### src/rtl/scl_setup_pkg.sv
package scl_setup_pkg;

  localparam int MODE_W = 3;
  localparam int BLK_W  = 16;

  typedef enum logic [MODE_W-1:0] {
    MODE_BYP444     = 3'd0,
    MODE_RGB444     = 3'd1,
    MODE_YUV444     = 3'd2,
    MODE_YUV420     = 3'd3,
    MODE_LUMA_BYP   = 3'd4,
    MODE_CHROMA_BYP = 3'd5,
    MODE_FULL_BYP   = 3'd6
  } scl_mode_e;

  typedef enum logic [1:0] {
    FMT_RGB    = 2'd0,
    FMT_YUV444 = 2'd1,
    FMT_YUV420 = 2'd2,
    FMT_FP16   = 2'd3
  } fmt_class_e;

  localparam logic [BLK_W-1:0] BLK_ZERO       = 16'h0000;
  localparam logic [BLK_W-1:0] BLK_CHROMA_MID = 16'h8000;

endpackage

### src/rtl/scl_mode_sel.sv
module scl_mode_sel
  import scl_setup_pkg::*;
#(
  parameter int RATIO_W = 24,
  parameter int FRAC_W  = 19
) (
  input  logic [1:0]                fmt_class,
  input  logic                      fixed_cap,
  input  logic                      force_scale,
  input  logic [3:0][RATIO_W-1:0]   ratios,
  output scl_mode_e                 mode,
  output logic                      is_video
);

  localparam logic [RATIO_W-1:0] UNITY =
    {{(RATIO_W-FRAC_W-1){1'b0}}, 1'b1, {FRAC_W{1'b0}}};

  // ratio order: 0 luma h, 1 luma v, 2 chroma h, 3 chroma v
  logic [3:0] unity;

  for (genvar i = 0; i < 4; i++) begin : g_unity
    assign unity[i] = (ratios[i] == UNITY);
  end

  logic luma_unity, chroma_unity, fmt_420;

  assign luma_unity   = unity[0] & unity[1];
  assign chroma_unity = unity[2] & unity[3];
  assign fmt_420      = (fmt_class == FMT_YUV420);
  assign is_video     = (fmt_class == FMT_YUV444) || fmt_420;

  always_comb begin
    if (fixed_cap && fmt_class == FMT_FP16)
      mode = MODE_FULL_BYP;
    else if (luma_unity && chroma_unity && !force_scale)
      mode = MODE_BYP444;
    else if (!fmt_420)
      mode = is_video ? MODE_YUV444 : MODE_RGB444;
    else if (luma_unity)
      mode = MODE_LUMA_BYP;
    else if (chroma_unity)
      mode = MODE_CHROMA_BYP;
    else
      mode = MODE_YUV420;
  end

endmodule

### src/rtl/scl_tap_encode.sv
module scl_tap_encode #(
  parameter int TAP_W    = 4,
  parameter int MAX_TAPS = 8,
  parameter int NUM_FLD  = 4,
  parameter int ENC_W    = 3
) (
  input  logic [NUM_FLD-1:0][TAP_W-1:0] taps,
  output logic [NUM_FLD-1:0][ENC_W-1:0] enc,
  output logic                          legal
);

  localparam logic [TAP_W-1:0] LAST_CODE = TAP_W'(MAX_TAPS - 1);

  logic [NUM_FLD-1:0] fld_ok;

  for (genvar i = 0; i < NUM_FLD; i++) begin : g_fld
    logic [TAP_W-1:0] dec;
    assign dec       = taps[i] - TAP_W'(1);
    assign fld_ok[i] = (taps[i] != '0) && (dec <= LAST_CODE);
    assign enc[i]    = dec[ENC_W-1:0];
  end

  assign legal = &fld_ok;

endmodule

### src/rtl/scl_margin_calc.sv
module scl_margin_calc #(
  parameter int DIM_W = 14
) (
  input  logic [DIM_W-1:0] extent,
  input  logic [DIM_W-1:0] origin,
  input  logic [DIM_W-1:0] span,
  output logic [DIM_W-1:0] margin,
  output logic             clamped
);

  logic [DIM_W+1:0] diff;

  assign diff    = {2'b00, extent} - {2'b00, origin} - {2'b00, span};
  assign clamped = |diff[DIM_W+1:DIM_W];
  assign margin  = clamped ? '0 : diff[DIM_W-1:0];

endmodule

### src/rtl/scl_mode_decode.sv
module scl_mode_decode
  import scl_setup_pkg::*;
#(
  parameter int RATIO_W  = 24,
  parameter int FRAC_W   = 19,
  parameter int TAP_W    = 4,
  parameter int MAX_TAPS = 8,
  parameter int DIM_W    = 14,
  localparam int ENC_W   = $clog2(MAX_TAPS)
) (
  input  logic                 clk,
  input  logic                 rst,
  input  logic                 load,
  input  logic [1:0]           fmt_class,
  input  logic                 fixed_cap,
  input  logic                 force_scale,
  input  logic [RATIO_W-1:0]   ratio_h_y,
  input  logic [RATIO_W-1:0]   ratio_v_y,
  input  logic [RATIO_W-1:0]   ratio_h_c,
  input  logic [RATIO_W-1:0]   ratio_v_c,
  input  logic [TAP_W-1:0]     tap_h_y,
  input  logic [TAP_W-1:0]     tap_v_y,
  input  logic [TAP_W-1:0]     tap_h_c,
  input  logic [TAP_W-1:0]     tap_v_c,
  input  logic [DIM_W-1:0]     act_w,
  input  logic [DIM_W-1:0]     act_h,
  input  logic [DIM_W-1:0]     out_x,
  input  logic [DIM_W-1:0]     out_y,
  input  logic [DIM_W-1:0]     out_w,
  input  logic [DIM_W-1:0]     out_h,
  output logic [2:0]           mode,
  output logic [15:0]          blk_y,
  output logic [15:0]          blk_c,
  output logic [4*ENC_W-1:0]   tap_code,
  output logic [DIM_W-1:0]     marg_l,
  output logic [DIM_W-1:0]     marg_r,
  output logic [DIM_W-1:0]     marg_t,
  output logic [DIM_W-1:0]     marg_b,
  output logic                 marg_err,
  output logic                 cfg_illegal,
  output logic                 out_valid
);

  localparam int NUM_AXES = 2;

  // ---------------- mode selection ----------------
  scl_mode_e mode_nx;
  logic      video_nx;

  scl_mode_sel #(
    .RATIO_W(RATIO_W),
    .FRAC_W (FRAC_W)
  ) u_mode_sel (
    .fmt_class  (fmt_class),
    .fixed_cap  (fixed_cap),
    .force_scale(force_scale),
    .ratios     ({ratio_v_c, ratio_h_c, ratio_v_y, ratio_h_y}),
    .mode       (mode_nx),
    .is_video   (video_nx)
  );

  // ---------------- tap encoding ----------------
  logic [3:0][ENC_W-1:0] enc_nx;
  logic                  taps_legal;

  scl_tap_encode #(
    .TAP_W   (TAP_W),
    .MAX_TAPS(MAX_TAPS),
    .NUM_FLD (4),
    .ENC_W   (ENC_W)
  ) u_tap_enc (
    .taps ({tap_v_c, tap_h_c, tap_v_y, tap_h_y}),
    .enc  (enc_nx),
    .legal(taps_legal)
  );

  // ---------------- margins, one per axis ----------------
  logic [NUM_AXES-1:0][DIM_W-1:0] ext_a, org_a, spn_a, far_a;
  logic [NUM_AXES-1:0]            clamp_a;

  assign ext_a = {act_h, act_w};
  assign org_a = {out_y, out_x};
  assign spn_a = {out_h, out_w};

  for (genvar a = 0; a < NUM_AXES; a++) begin : g_axis
    scl_margin_calc #(.DIM_W(DIM_W)) u_marg (
      .extent (ext_a[a]),
      .origin (org_a[a]),
      .span   (spn_a[a]),
      .margin (far_a[a]),
      .clamped(clamp_a[a])
    );
  end

  // ---------------- output register stage ----------------
  logic accept;
  assign accept = load & taps_legal;

  always_ff @(posedge clk) begin
    if (rst) begin
      mode        <= MODE_BYP444;
      blk_y       <= BLK_ZERO;
      blk_c       <= BLK_ZERO;
      tap_code    <= '0;
      marg_l      <= '0;
      marg_r      <= '0;
      marg_t      <= '0;
      marg_b      <= '0;
      marg_err    <= 1'b0;
      cfg_illegal <= 1'b0;
      out_valid   <= 1'b0;
    end else begin
      out_valid <= accept;
      if (load)
        cfg_illegal <= ~taps_legal;
      if (accept) begin
        mode     <= mode_nx;
        blk_y    <= BLK_ZERO;
        blk_c    <= video_nx ? BLK_CHROMA_MID : BLK_ZERO;
        tap_code <= enc_nx;
        marg_l   <= out_x;
        marg_t   <= out_y;
        marg_r   <= far_a[0];
        marg_b   <= far_a[1];
        marg_err <= |clamp_a;
      end
    end
  end

endmodule

### config.mk
export PLATFORM = sky130hd
export DESIGN_NAME = scl_mode_decode
export DESIGN_NICKNAME = d
export VERILOG_FILES = /design/src/rtl/scl_setup_pkg.sv /design/src/rtl/scl_mode_sel.sv /design/src/rtl/scl_tap_encode.sv /design/src/rtl/scl_margin_calc.sv /design/src/rtl/scl_mode_decode.sv
export SDC_FILE = /design/constraint.sdc
export NUM_CORES = 1
export LEC_CHECK = 0
export BUFFER_PORTS_ARGS = -buffer_cell sky130_fd_sc_hd__buf_2
export CAP_MARGIN = 20
export CORE_ASPECT_RATIO = 1.5
export CORE_MARGIN = 2
export CORE_UTILIZATION = 40
export DETAILED_ROUTE_END_ITERATION = 8
export GPL_TIMING_DRIVEN = 0
export PLACE_DENSITY = 0.81
export RECOVER_POWER = 50
export SYNTH_ARGS = -nofsm -noshare
export SYNTH_HDL_FRONTEND = slang
export SYNTH_SLANG_ARGS = --single-unit
### constraint.sdc
create_clock -name clk -period 3.65 [get_ports clk]
set_input_delay 0.365 -clock clk [delete_from_list [all_inputs] [get_ports clk]]
set_output_delay 0.365 -clock clk [all_outputs]
set_load 0.02 [all_outputs]
[After elaboration in Yosys (flattened, before gate mapping)]
Cells that the tools add are included.
Storage, ports and cells
  output and inout port bits: 106
  register bits: 90
  word-level logic and storage cells: 59
  bits of input ports: 203
Operators by class
  $lt $le $gt $ge: 4
  reduce and logical (&&, ||, !) cells: 17
  $add $sub $neg: 8
  equal/unequal tests: 7
  bitwise operators: 4
  multiplexer cells: 9
Operators by type and width (count)
  $eq A24 B20 Y1 const B: 4
  $sub A16 B14 Y16: 2
  $sub A14 B14 Y15: 2
  $mux W14: 2
  $le A4 B3 Y1 const B: 4
  $mux W16: 1
  $reduce_bool A4 Y1: 4
  $sub A4 B1 Y4 const B: 4
  $mux W3: 5
  $logic_and A1 B1 Y1: 7
  $eq A2 B2 Y1 const B: 2
  $reduce_and A4 Y1: 1
  $reduce_or A2 Y1: 2
  $reduce_or A4 Y1: 1
  $and A1 B1 Y1: 3
  $eq A2 B1 Y1 const B: 1
  $mux W2: 1
  $logic_not A1 Y1: 1
  $logic_or A1 B1 Y1: 1
  $not A1 Y1: 1

[Depth between registers and ports, before layout]
  word-level depth: 7
  depth in mapped cells: 19
  gate-level depth less buffers: 18

[Hierarchy]
Synthesis repeated with hierarchy kept, for this count alone.
Second synthesis, totals
  cells, all modules: 877
  area, all modules: 7110.6 µm²
By module, submodules not included
  scl_mode_decode: cells an instance 370, area each 3424.5 µm², seq. area each 1501.4 µm², instances 1
  scl_margin_calc at g_axis[1].u_marg: cells an instance 217, area each 1610.3 µm², seq. area each 0.0 µm², instances 1
  scl_margin_calc at g_axis[0].u_marg: cells an instance 203, area each 1395.1 µm², seq. area each 0.0 µm², instances 1
  scl_mode_sel: cells an instance 46, area each 375.4 µm², seq. area each 0.0 µm², instances 1
  scl_tap_encode: cells an instance 41, area each 305.3 µm², seq. area each 0.0 µm², instances 1

[Least setup slack after synthesis]
Ideal clock, no wire load.
  kind: input -> register
  start: input port out_y[1]
  end: register marg_b[4]
  library setup time: 0.117 ns
  path slack: -0.112 ns
  arrival time: 3.645 ns
  data required time: 3.533 ns
  buffers on the path: 1
  cell stages on the path: 18
  cells stage by stage: inv_1 > ha_1 > nor2b_1 > o21ai_0 > a21boi_0 > o41ai_1 > o21ai_0 > a21oi_1 > xnor2_1 > ha_1 > and3_1 > nor2b_1 > a211oi_1 > o31ai_1 > o311ai_2 > a211oi_2 > buf_4 > a22o_1
Between the ends
  word-level cells in the longest chain between the ends: 4
RTL lines
  from (decl): RTL line scl_mode_decode.sv:28  | input logic [DIM_W-1:0] out_y,
  $sub A14 B14 Y15 *: RTL line scl_margin_calc.sv:13  | assign diff = {2'b00, extent} - {2'b00, origin} - {2'b00, span};
  $sub A16 B14 Y16 *: RTL line scl_margin_calc.sv:13
  $reduce_or A2 Y1: RTL line scl_margin_calc.sv:14  | assign clamped = |diff[DIM_W+1:DIM_W];
  $mux W14 *: RTL line scl_margin_calc.sv:15  | assign margin = clamped ? '0 : diff[DIM_W-1:0];
  to (signal assigned): RTL line scl_mode_decode.sv:124  | marg_b <= far_a[1];
  to (decl): RTL line scl_mode_decode.sv:38  | output logic [DIM_W-1:0] marg_b,
Every way passes the cells marked *; elsewhere a longest branch is shown, timed or not.
A chain may end at the register's enable or synchronous reset.

[Worst setup path after layout]
  start: input port out_x[1]
  end: register marg_r[7]
Between the ends
  word-level cells in the longest chain between the ends: 4
RTL lines
  from (decl): RTL line scl_mode_decode.sv:27  | input logic [DIM_W-1:0] out_x,
  $sub A14 B14 Y15 *: RTL line scl_margin_calc.sv:13
  $sub A16 B14 Y16 *: RTL line scl_margin_calc.sv:13
  $reduce_or A2 Y1: RTL line scl_margin_calc.sv:14
  $mux W14 *: RTL line scl_margin_calc.sv:15
  to (signal assigned): RTL line scl_mode_decode.sv:123  | marg_r <= far_a[0];
  to (decl): RTL line scl_mode_decode.sv:36  | output logic [DIM_W-1:0] marg_r,
Marks and branches as above.

==> run summary <==
Clock Power Share = 33.2%
Final GP Congestion = 0.9254
Vias in the first global route = 6201
Dpl cells = 1210
Maximum clock path buffer count = 2
Sw Share = 33.10%
Layout cell share with drive strength beyond 1 = 32.22%
Post-route ant nets = 0
Gate power share = 40.1%
Final Setup Violations = 0
PnR Total Power = 3.133 mW
Root Buffer = clkbuf_16
Dpl hpwl = 15910 microns
Distinct cell type count after synthesis = 56
WL final = 19890 microns
Area grow syn2layout = 42.91%
Remaining global-route overflow = 0
GR Util All Layers = 23.84%
Synth Area per Inst = 8.314 sq um
#FFs+latches synth = 75
Worst Hold End = tap_code[3]
Clk_skew = 0 ns
Run status = complete, no violations
Fraction of registers with async set/reset = 0%
Seq/Total Area, Yosys = 25.54%
Wire per inst = 15.92 microns
Dpl cell area = 0.007630 sq mm
Power density over cell area = 372.9 mW/mm^2
# rows = 54
# hold bufs at CTS = 0
CP startpoint kind = input port
CTS tree = done
Critical R2R Capture = tap_code[11]
Fin. max-slew vios = 0
DRT iter0 DRCs = 206
Worst slew margin = 50.92%
Layout fillers = 1337
Starting Density = 40.65%
H-tree level count = 3
CP Max Fanout = 5
Minimum clock period = 3.594 ns
Die W = 103.0 microns
Finished Layout Cells = 1249
Pint = 2.096 mW
EDFF count, synth = 0
Clock transition at path regs = 0.06 ns
CP endpoint kind = register
Die Area = 0.01570 sq mm
Num CTS Buffers = 9
Peak Freq = 278.2 MHz
Critical path data arrival time = 3.87 ns
Worst Hold Depth = 2
Final TNS setup = 0 ns
Setup Crit Path Kind = input port to register
Synth area leader = dfxtp_1
Flop2flop setup slack = 2.92 ns
Final setup margin = 0.05572 ns
Flop pwr share = 26.7%
Top cells by area, synth = dfxtp_1, ha_1, inv_1
R2R depth = 2
VDD IR max = 0.2234 mV
Post-Syn Area = 0.005878 sq mm
Initial antenna violation count = 1
Die height = 152.5 microns
Yosys top cell area share = 25.54%
Hold Slack = 0.2452 ns
Pre-CTS setup slack = -0.7630 ns
Net Sw Power = 1.037 mW
Largest net degree at the start of global routing = 13
Core footprint = 0.01446 sq mm
First-pass GRT wire length = 28990 microns
Worst-margin pin slew = 0.7295 ns
Gate Count Post-Synth = 707
Vias per cell = 5.075
P_leak = 3.982 nW
Most used DFF post-synth = dfxtp_1
Period utilization = 98.47%
Clock sink count = 75
Final core utilization = 58.10%
Worst R2R Start = tap_code[11]
I/O Buffers = 277
Finished Cell Area = 0.008401 sq mm
Nets = 1321
Worst skew pair latency = 0.33 ns
Fin. Hold Viols = 0
Top post-synthesis cells by count = inv_1, nor2_1, dfxtp_1
Vias post-DR = 6339
Max-cap viol count = 0
# DRC = 0
Synth warn = 0
Unrepaired setup endpoints after global routing = true
Ports = 309
HP Class = input port to register
DRT Pass-1 Iters = 4
Critical path required time = 3.93 ns
Min-delay src = tap_v_y[0]
==> final cells by class <==
class                      instances  area, sq um  area share, %
antenna                            1        2.502        0.02979
buffer                            47        317.8          3.783
clock buffer                      11        242.7          2.889
clock inverter                     4        98.84          1.177
inverter                          83        316.6          3.768
multi-input combinational        531         4145          49.34
sequential                        75         1501          17.87
tap                              196        245.2          2.919
timing repair buffer             301         1530          18.22
==> routing by layer <==
metal / track usage [%] / up-vias / share of wire (%)
met3: 4.128 / 61 / 6.4
li1: - / 3125 / -
met1: 22.77 / 2852 / 34
met4: 13.22 / 0 / 5.2
met2: 45.73 / 301 / 54
met5: 0 / - / 0
==> critical path: stages <==
cell      delay [ns]
buf_8           0.10
inv_4           0.05
ha_4            0.18
nor2b_4         0.12
o31a_1          0.29
or4_4           0.47
a31o_4          0.26
o41ai_4         0.27
or3b_1          0.38
o211ai_1        0.10
ha_1            0.20
nand3_2         0.10
o31ai_4         0.26
o21ai_2         0.11
nor3_4          0.28
buf_6           0.19
a22o_1          0.13
==> cells by family after synthesis <==
kind of cell	share of synthesized area, %
flip-flops	25.54
adder cells (fa/ha/maj)	15.41
AO/OA/AOI/OAI	20.26
other	0.06380
buffers and inverters	10.60
XOR/XNOR	6.407
AND/OR/NAND/NOR	16.77
multiplexers	4.938
==> power groups by stage <==
| stage | Combinational, mW | Clock (mW) | Sequential [mW] |
|---|---|---|---|
| after floorplan | 0.762 | 0 | 0.865 |
| after global placement | 1.05 | 0 | 0.853 |
| after detailed placement | 1.07 | 0 | 0.853 |
| after CTS | 1.14 | 1.05 | 0.835 |
| after global routing | 1.37 | 1.10 | 0.836 |
| final | 1.26 | 1.04 | 0.836 |
==> state kept, by name, summed over array words and instances (netlist names) <==
signal and count:
tap_code 12, marg_r 14, blk_c 1, marg_err 1
marg_l 14, marg_b 14, cfg_illegal 1, mode 3
marg_t 14, out_valid 1
==> cells in the final DEF, fill, tap and decap left out, types with 27 or more instances in the layout <==
cell type	n
a22o_1	27
buf_2	211
buf_4	51
clkbuf_1	76
conb_1	31
dfxtp_1	75
ha_1	58
inv_1	80
mux2i_1	29
nor2_1	83
xnor2_1	35
==> worst max path at each step <==
stage                     startpoint    endpoint  slack [ns]  depth (start not counted)
after global placement      out_x[1]  marg_r[10]       -0.67                         17
after global routing        out_y[7]  marg_b[12]       -0.13                         19
after CTS                   out_y[1]   marg_b[6]       0.007                         21
final                       out_x[1]   marg_r[7]        0.06                         17
after detailed placement    out_y[1]   marg_b[4]       -0.76                         19
after floorplan             out_y[1]   marg_b[4]       0.006                         18
==> what timing repair did <==
action / CTS / global route
setup buffers: 11 / 11
cloned: 1 / 1
gates resized for setup: 24 / 57
endpoints found under the setup margin: 29 / 29
pin swaps: 10 / 33
No activity file was read; power rests on OpenSTA's default activity.
